### config.mk
export PLATFORM = sky130hd
export DESIGN_NAME = dma_page_xlate
export DESIGN_NICKNAME = d
export VERILOG_FILES = /design/src/rtl/xlate_pkg.sv /design/src/rtl/xlate_cfg_regs.sv /design/src/rtl/xlate_seq.sv /design/src/rtl/dma_page_xlate.sv
export SDC_FILE = /design/constraint.sdc
export NUM_CORES = 1
export LEC_CHECK = 0
export BUFFER_PORTS_ARGS = -buffer_cell sky130_fd_sc_hd__buf_4
export CAP_MARGIN = 10
export CORE_AREA = 3 3 116 118
export CTS_CLUSTER_SIZE = 28
export DETAILED_ROUTE_END_ITERATION = 8
export DIE_AREA = 0 0 119 121
export PLACE_DENSITY = 0.83
export SYNTH_ARGS = -nofsm -noshare
export SYNTH_HDL_FRONTEND = slang
export SYNTH_SLANG_ARGS = --single-unit
### constraint.sdc
create_clock -name clk -period 7.3 [get_ports clk]
set_input_delay 0.365 -clock clk [delete_from_list [all_inputs] [get_ports clk]]
set_output_delay 0.365 -clock clk [all_outputs]
set_load 0.02 [all_outputs]
### src/rtl/xlate_pkg.sv
package xlate_pkg;
  localparam int unsigned XL_ADDR_W     = 32;
  localparam int unsigned XL_PAGE_BITS  = 12;
  localparam int unsigned XL_ENTRY_LOG2 = 3;

  typedef enum logic [1:0] {
    XS_IDLE  = 2'd0,
    XS_FETCH = 2'd1,
    XS_WAIT  = 2'd2,
    XS_RESP  = 2'd3
  } xlate_state_e;
endpackage

### src/rtl/xlate_cfg_regs.sv
module xlate_cfg_regs #(
  parameter int unsigned AW = 32
) (
  input  logic          clk,
  input  logic          rst_n,
  input  logic          cfg_we,
  input  logic          cfg_sel,
  input  logic [AW-1:0] cfg_wdata,
  output logic [AW-1:0] tbl_base,
  output logic [AW-1:0] tbl_len
);
  always_ff @(posedge clk) begin
    if (!rst_n) begin
      tbl_base <= '0;
      tbl_len  <= '0;
    end else if (cfg_we) begin
      if (cfg_sel) tbl_len  <= cfg_wdata;
      else         tbl_base <= cfg_wdata;
    end
  end
endmodule

### src/rtl/xlate_seq.sv
module xlate_seq
  import xlate_pkg::*;
#(
  parameter int unsigned AW   = 32,
  parameter int unsigned PB   = 12,
  parameter int unsigned EL2  = 3,
  localparam int unsigned MW  = 8 << EL2
) (
  input  logic          clk,
  input  logic          rst_n,
  input  logic [AW-1:0] tbl_base,
  input  logic [AW-1:0] tbl_len,
  input  logic          req_valid,
  output logic          req_ready,
  input  logic [AW-1:0] req_addr,
  output logic          rsp_valid,
  input  logic          rsp_ready,
  output logic [AW-1:0] rsp_addr,
  output logic          rsp_perm,
  output logic          mem_rd_valid,
  input  logic          mem_rd_ready,
  output logic [AW-1:0] mem_rd_addr,
  input  logic          mem_rsp_valid,
  input  logic [MW-1:0] mem_rsp_data,
  input  logic          mem_rsp_err,
  output logic          acc_evt,
  output logic          oob_evt
);
  function automatic logic [AW-1:0] page_num(input logic [AW-1:0] a);
    return a >> PB;
  endfunction

  function automatic logic inside_table(input logic [AW-1:0] pg,
                                        input logic [AW-1:0] len_bytes);
    return pg < (len_bytes >> EL2);
  endfunction

  function automatic logic [AW-1:0] entry_loc(input logic [AW-1:0] base,
                                              input logic [AW-1:0] pg);
    return {1'b0, base[AW-2:0]} + (pg << EL2);
  endfunction

  function automatic logic [AW-1:0] join_frame(input logic [AW-1:0] frame,
                                               input logic [PB-1:0] off);
    return {frame[AW-1:PB], off};
  endfunction

  xlate_state_e state_q;
  logic [PB-1:0] off_q;
  logic [AW-1:0] ent_q;
  logic [AW-1:0] res_addr_q;
  logic          res_perm_q;

  logic [AW-1:0] pg_w;
  logic          hit_w;

  assign pg_w    = page_num(req_addr);
  assign hit_w   = inside_table(pg_w, tbl_len);
  assign acc_evt = req_valid && req_ready;
  assign oob_evt = acc_evt && !hit_w;

  assign req_ready    = (state_q == XS_IDLE);
  assign mem_rd_valid = (state_q == XS_FETCH);
  assign rsp_valid    = (state_q == XS_RESP);
  assign mem_rd_addr  = ent_q;
  assign rsp_addr     = res_addr_q;
  assign rsp_perm     = res_perm_q;

  always_ff @(posedge clk) begin
    if (!rst_n) begin
      state_q    <= XS_IDLE;
      off_q      <= '0;
      ent_q      <= '0;
      res_addr_q <= '0;
      res_perm_q <= 1'b0;
    end else begin
      unique case (state_q)
        XS_IDLE: if (acc_evt) begin
          off_q <= req_addr[PB-1:0];
          if (hit_w) begin
            ent_q   <= entry_loc(tbl_base, pg_w);
            state_q <= XS_FETCH;
          end else begin
            res_addr_q <= '0;
            res_perm_q <= 1'b0;
            state_q    <= XS_RESP;
          end
        end
        XS_FETCH: if (mem_rd_ready) state_q <= XS_WAIT;
        XS_WAIT: if (mem_rsp_valid) begin
          if (mem_rsp_err) begin
            res_addr_q <= '0;
            res_perm_q <= 1'b0;
          end else begin
            res_addr_q <= join_frame(mem_rsp_data[AW-1:0], off_q);
            res_perm_q <= 1'b1;
          end
          state_q <= XS_RESP;
        end
        XS_RESP: if (rsp_ready) state_q <= XS_IDLE;
        default: state_q <= XS_IDLE;
      endcase
    end
  end
endmodule

### src/rtl/dma_page_xlate.sv
module dma_page_xlate
  import xlate_pkg::*;
#(
  parameter int unsigned AW  = XL_ADDR_W,
  parameter int unsigned PB  = XL_PAGE_BITS,
  parameter int unsigned EL2 = XL_ENTRY_LOG2,
  localparam int unsigned MW = 8 << EL2
) (
  input  logic          clk,
  input  logic          rst_n,
  input  logic          cfg_we,
  input  logic          cfg_sel,
  input  logic [AW-1:0] cfg_wdata,
  input  logic          req_valid,
  output logic          req_ready,
  input  logic [AW-1:0] req_addr,
  output logic          rsp_valid,
  input  logic          rsp_ready,
  output logic [AW-1:0] rsp_addr,
  output logic          rsp_perm,
  output logic          mem_rd_valid,
  input  logic          mem_rd_ready,
  output logic [AW-1:0] mem_rd_addr,
  input  logic          mem_rsp_valid,
  input  logic [MW-1:0] mem_rsp_data,
  input  logic          mem_rsp_err
);
  logic [AW-1:0] tbl_base;
  logic [AW-1:0] tbl_len;
  logic          acc_evt;
  logic          oob_evt;

  xlate_cfg_regs #(.AW(AW)) u_regs (
    .clk       (clk),
    .rst_n     (rst_n),
    .cfg_we    (cfg_we),
    .cfg_sel   (cfg_sel),
    .cfg_wdata (cfg_wdata),
    .tbl_base  (tbl_base),
    .tbl_len   (tbl_len)
  );

  xlate_seq #(.AW(AW), .PB(PB), .EL2(EL2)) u_seq (
    .clk           (clk),
    .rst_n         (rst_n),
    .tbl_base      (tbl_base),
    .tbl_len       (tbl_len),
    .req_valid     (req_valid),
    .req_ready     (req_ready),
    .req_addr      (req_addr),
    .rsp_valid     (rsp_valid),
    .rsp_ready     (rsp_ready),
    .rsp_addr      (rsp_addr),
    .rsp_perm      (rsp_perm),
    .mem_rd_valid  (mem_rd_valid),
    .mem_rd_ready  (mem_rd_ready),
    .mem_rd_addr   (mem_rd_addr),
    .mem_rsp_valid (mem_rsp_valid),
    .mem_rsp_data  (mem_rsp_data),
    .mem_rsp_err   (mem_rsp_err),
    .acc_evt       (acc_evt),
    .oob_evt       (oob_evt)
  );
endmodule

==> flow_metrics.tcl, run 1 <==
set metrics [dict create \
    outcome "completed" \
    die-area_sq_um 14400 \
    hold_start "cfg_wdata[1]" \
    crit_slowest_cell "a221oi_1" \
    critical_path_arrival_ns 3.49 \
    finClkSkew_ns 0.00839 \
    crit_fanout 5 \
    critPathKind "register to register" \
    vias_per_cell 5.34 \
    period_share_pct 43.9 \
    grt_max_degree 93 \
    num_rows 41 \
    power.density_nw_per_um2 273 \
    final_hold_viol_count 0 \
    die_w_um 119 \
    synth_mux_area_share_pct 7.24 \
    synth_cells 838 \
    core_sq_um 12600 \
    tns_ns 0 \
    clock_latency_ns 0.42 \
    dp_hpwl_mm 12.1 \
    first_pass_iters 6 \
    worstMarginPinSlew_ns 1.15 \
    leakage_uw 0.00362 \
    cts_hold_repair.buffers 0 \
    synth-seq-area-share_pct 41.1 \
    peakVddDrop_mv 0.159 \
    rsz0062_at_grt "no" \
    post_cts_buffers 0 \
    die_y_um 121 \
    synth_top_family_by_area "simple AND/OR/NAND/NOR gates" \
    ys.flop_type "dfxtp_1" \
    numCtsBuffers 17 \
    tritoncts "done" \
    final_max_slew_viol_count 0 \
    grt_pass1_vias 5652 \
    placement.io_buffers 160 \
    yosys_warnings 0 \
    critical_path.max_stage_delay_ns 0.67 \
    antenna_found_initial 0 \
    synth.distinct_cells 52 \
    worst_slack_ns 4.09 \
    worstPathRequired_ns 7.59 \
    end_kind "register" \
    wl_mm 17.0 \
    yosys.area_share.adder_pct 8.23 \
    track_usage_pct 23.5 \
    ctsRootBufferMaster "clkbuf_16" \
    crit_chain "ha_1 > fa_1 > a21o_1 > a221oi_1 > o221ai_1 > o2111ai_1 > and2_1 > xor2_1 > o22ai_1" \
    synth_compound_area_share_pct 16.0 \
    grt_pass1_wl_mm 27.5 \
    final_core_util_pct 68.5 \
    finalCriticalPeriod_ns 3.21 \
    synth_edf_count 0 \
    max_freq_mhz 312 \
    slew-limit-headroom_pct 23.6 \
    final_cells 1157 \
    wl_per_cell_um 14.7 \
    cts.path.max_buffers 2 \
    netlist_area_sq_um 6780 \
    ant_nets 0 \
    drc_errors 0 \
    grt-ovfl-total 0 \
    yosys.area_share.xor_xnor_pct 2.46 \
    nets 1155 \
    dp_slack_ns 4.01 \
    initial_core_util_pct 53.9 \
    syn_area_per_cell_sq_um 8.09 \
    area_growth_syn_to_layout_pct 27.1 \
    ctsResizeCount 0 \
    setup_viol 0 \
    rr_endpoint "u_seq.mem_rd_addr[23]" \
    dpl.cell_count 1127 \
    hold_depth 3 \
    clk_pin_slew_ns 0.05 \
    synthesis.nets 1019 \
    synthArstFlopShare_pct 0 \
    whs_endpoint "u_regs.tbl_base[1]" \
    p_total_uw 2350 \
    start_kind "register" \
    cts_sinks 139 \
    yosys.area_share.simple_pct 20.2 \
    synth-seq-cells 139 \
    worstReg2RegStart "u_regs.tbl_base[3]" \
    initialDrtViolationCount 350 \
    place_congestion 0.904 \
    htreeDepth 4 \
    reg2reg_depth 9 \
    antennaDiodeCount 0 \
    ios 205 \
    hold_class "primary input to register" \
    r2r_slack_ns 4.09 \
    drive_above_1_share_pct 20.6 \
    cap_viol_max_count 0 \
    vias 6184 \
]
==> sequential cells by signal (all words and copies together), names as in the netlist <==
| name | cells |
|---|---|
| u_seq.mem_rd_addr | 32 |
| u_seq.rsp_addr | 32 |
| u_regs.tbl_base | 31 |
| u_regs.tbl_len | 29 |
| u_seq.off_q | 12 |
| u_seq.state_q | 2 |
| u_seq.rsp_perm | 1 |
==> cell usage after synthesis (2+ instances only) <==
master	instances	area [sq um]
ha_1	43	538
o221ai_1	3	26.3
a221oi_1	2	17.5
xnor2_1	13	114
a21oi_1	104	521
o211ai_1	2	15.0
nor2_1	26	97.6
o21ai_0	11	55.1
nand2_1	242	908
nor2b_1	5	31.3
mux2i_1	49	490
nand3b_1	2	15.0
buf_6	3	33.8
nand4_1	9	56.3
nand2b_1	4	25.0
or3_1	3	18.8
nand4b_1	3	26.3
a211o_1	2	17.5
xor2_1	6	52.6
o21a_1	4	30.0
clkbuf_1	44	165
and2_1	5	31.3
nand3_1	10	50.1
a21o_1	13	97.6
inv_1	33	124
a211oi_1	5	37.5
dfxtp_1	139	2780
o2111a_1	2	22.5
and3_1	3	18.8
o21ai_1	8	40.0
o211a_1	2	20.0
o22ai_1	7	43.8
a31oi_1	7	43.8
nor3_1	6	30.0
==> cell families after synthesis <==
| logic type | Yosys count |
|---|---|
| DFF | 139 |
| AOI/OAI and AO/OA | 181 |
| buffers and inverters | 82 |
| adders and majority gates | 44 |
| xor gates and xnor gates | 19 |
| muxes | 49 |
| and+or+nand+nor | 324 |
==> metal layers <==
| layer | vias up | global-route usage (%) | part of all wire, % |
|---|---|---|---|
| li1 | 3125 | - | - |
| met1 | 2849 | 30.3 | 44 |
| met2 | 187 | 37.5 | 47 |
| met3 | 23 | 6.85 | 7.2 |
| met4 | 0 | 8.33 | 2.0 |
| met5 | - | 0 | 0 |
==> report_power, final <==
part	internal, uW	total [uW]	switching, uW
Combinational	282	664	382
Clock	508	815	307
Sequential	832	873	41.2
==> how the worst max path moves through the flow <==
stage,startpoint,endpoint,slack (ns),cells past startpoint
global route,u_regs.tbl_base[3],u_seq.mem_rd_addr[23],3.94,9
global placement,req_addr[12],u_seq.mem_rd_addr[23],4.04,10
CTS,u_regs.tbl_base[3],u_seq.mem_rd_addr[23],4.16,9
detailed placement,req_addr[12],u_seq.mem_rd_addr[23],4.01,10
floorplan,req_addr[12],u_seq.mem_rd_addr[23],4.64,9
finish,u_regs.tbl_base[3],u_seq.mem_rd_addr[23],4.09,9
==> cell usage in the layout, fill, tap and decap left out, types with 13 or more instances in the layout <==
cell / instances
nand2_1: 242
ha_1: 43
xnor2_1: 13
a21oi_1: 103
inv_1: 32
buf_4: 166
clkbuf_16: 17
dfxtp_1: 139
mux2i_1: 49
a21o_1: 13
nor2_1: 26
==> worst max-delay path, delay by kind of cell (launching register included) <==
kind | cells | cell delay, ns
compound gates | 5 | 1.67
simple gates | 1 | 0.29
fa+ha+maj | 2 | 0.62
flops | 1 | 0.31
xor+xnor | 1 | 0.16
==> stage by stage <==
step	cell area (sq um)	hold WS, ns
floorplan	6780	0.431
global placement	8050	0.436
detailed placement	8050	0.447
CTS	8610	0.180
global route	8610	0.189
finish	8610	0.194
==> final cells by class <==
| cell class | count | area, sq um |
|---|---|---|
| Clock buffer | 24 | 502 |
| Clock inverter | 6 | 62.6 |
| Fill cell | 1074 | 3950 |
| Inverter | 33 | 124 |
| Multi-Input combinational cell | 617 | 3680 |
| Sequential cell | 139 | 2780 |
| Tap cell | 172 | 215 |
| Timing Repair Buffer | 166 | 1250 |
Note: power is estimated with default switching activity, not from simulation.
==> run 2: changes to the inputs <==
Settings changed: CORE_AREA 3 3 116 118 to 3 3 125 127, DIE_AREA 0 0 119 121 to 0 0 128 130, PLACE_DENSITY 0.83 to 0.75.
Clock period 7.3 ns to 2.8 ns, I/O delays scaled along.
==> run 2 against run 1 <==
Clock skew is essentially flat. Via count up 5.8%. Clock power grew to 2.8 times the previous value. Critical path depth rose by 1. Register-to-register slack got worse by 3.9 ns. Cell area rose by 9.3%. Sequential cell count unchanged. Combinational power grew to 2.9 times the previous value. Final cell count grew 7.4%. Count of clock-buffer cells in the layout is 4 lower. Hold slack worse by 0.098 ns. Critical path type unchanged. Largest power group is now the clock network. Highest routed layer unchanged.
==> flow_metrics.tcl, run 2 (synthesis results as in run 1) <==
set metrics [dict create \
    outcome "completed" \
    dp_hpwl_mm 13.0 \
    cap_viol_max_count 0 \
    numCtsBuffers 17 \
    track_usage_pct 22.4 \
    worstReg2RegStart "u_regs.tbl_base[3]" \
    die_w_um 128 \
    antenna_found_initial 0 \
    swShare_pct 30.7 \
    wl_mm 19.0 \
    critPathKind "register to register" \
    whs_ns 0.0963 \
    period_share_pct 94.7 \
    rr_endpoint "u_seq.mem_rd_addr[23]" \
    drive_above_1_share_pct 20.5 \
    whs_endpoint "u_regs.tbl_base[5]" \
    area_growth_syn_to_layout_pct 38.9 \
    wl_per_cell_um 15.2 \
    end_kind "register" \
    tns_ns 0 \
    grt_max_degree 93 \
    htreeDepth 4 \
    clk_pin_slew_ns 0.06 \
    ios 205 \
    finalCriticalPeriod_ns 2.65 \
    placement.io_buffers 160 \
    final_cells 1243 \
    worst-path-buf-inv 1 \
    power.switching_uw 2000 \
    power.density_nw_per_um2 691 \
    reg2reg_depth 10 \
    cts_sinks 139 \
    post_cts_buffers 0 \
    crit_fanout 5 \
    hold_class "primary input to register" \
    critical_path.max_stage_delay_ns 0.41 \
    p_int_uw 4510 \
    clock_latency_ns 0.42 \
    finClkSkew_ns 0.00816 \
    cp_top_family "compound AO/OA/AOI/OAI gates" \
    tritoncts "done" \
    first_pass_iters 5 \
    rsz0062_at_grt "yes" \
    leakage_uw 0.00396 \
    grt-ovfl-total 0 \
    place_congestion 0.877 \
    hold_start "cfg_sel" \
    power_frac_comb_pct 29.5 \
    hold_depth 4 \
    crit_slowest_cell "fa_1" \
    final_common_cell "nand2_1" \
    critPathLaunch "u_regs.tbl_base[3]" \
    antennaDiodeCount 0 \
    drc_errors 0 \
    r2r_slack_ns 0.15 \
    final_cell_mix "nand2_1 (242), buf_4 (173), dfxtp_1 (139)" \
    final_max_slew_viol_count 0 \
    ctsRootBufferMaster "clkbuf_16" \
    worstMarginPinSlew_ns 1.06 \
    ant_nets 0 \
    max_freq_mhz 377 \
    cp.depth 10 \
    peakVddDrop_mv 0.489 \
    p_total_uw 6510 \
    die_y_um 130 \
    num_rows 44 \
    clock_power_share_pct 35.4 \
    vias 6542 \
    final_hold_viol_count 0 \
    grt_pass1_vias 5983 \
    crit_chain "ha_1 > fa_1 > a21o_1 > a221oi_1 > buf_4 > o221ai_1 > o2111ai_2 > and2_2 > xor2_1 > o22ai_1" \
    worstPathRequired_ns 3.09 \
    nets 1228 \
    grt_pass1_wl_mm 29.6 \
    dpl.cell_count 1148 \
    fill_cells 1221 \
    critical_path_arrival_ns 2.94 \
    die-area_sq_um 16600 \
    initialDrtViolationCount 474 \
    setup_viol 0 \
    initial_core_util_pct 46.6 \
    cts.path.max_buffers 2 \
    slew-limit-headroom_pct 29.0 \
    start_kind "register" \
    seqPwrFrac_pct 35.1 \
    vias_per_cell 5.26 \
    core_sq_um 14500 \
]
## run 2: metal layers
metal / wire, um / part of all wire, % / GRT usage (%)
met4: 474 / 2.5 / 8.05
met2: 8910 / 47 / 35.5
met3: 1080 / 5.7 / 5.81
met1: 8480 / 45 / 29.6
met5: 0 / 0 / 0
## run 2: repair_timing
action | 4_1_cts | 5_1_grt
hold buffers | 64 | 0
resized for setup | 0 | 2
hold endpoints to repair | 91 | 0
endpoints found under the setup margin | 0 | 5
## run 2: worst max path at each step
stage	end
floorplan	u_seq.mem_rd_addr[23]
detailed placement	u_seq.mem_rd_addr[23]
global route	u_seq.mem_rd_addr[23]
global placement	u_seq.mem_rd_addr[23]
finish	u_seq.mem_rd_addr[23]
CTS	u_seq.mem_rd_addr[23]
## run 2: cell type report
class                   count  area [sq um]  share of cell area [%]
clock buffers              20           467                    4.96
clock inverters            11           144                    1.53
inverters                  33           124                    1.32
multi-input cells         617          3690                    39.2
flip-flops and latches    139          2780                    29.6
well taps                 184           230                    2.44
repair buffers            239          1980                    21.0
## run 2: stage by stage
stage	worst slack [ns]	utilization, %	cell area [sq um]
3_3_place_gp	0.196	56.1	8160
2_1_floorplan	0.226	-	6780
3_5_place_dp	0.137	56.1	8160
6_report	0.147	64.8	9420
5_1_grt	-0.00800	64.8	9420
4_1_cts	0.111	64.7	9410
## run 2: power by group through the flow
stage / Sequential (uW) / Combinational [uW] / Clock (uW)
floorplan: 2420 / 1130 / 0
global placement: 2320 / 1820 / 0
detailed placement: 2320 / 1840 / 0
CTS: 2280 / 1920 / 2340
global route: 2310 / 2090 / 2450
finish: 2280 / 1920 / 2300
## run 2: worst min-delay path, delay by kind of cell
| kind | cells | cell delay [ns] |
|---|---|---|
| buffers and inverters | 1 | 0.10 |
| AO/OA/AOI/OAI | 1 | 0.05 |
| AND/OR/NAND/NOR | 2 | 0.18 |
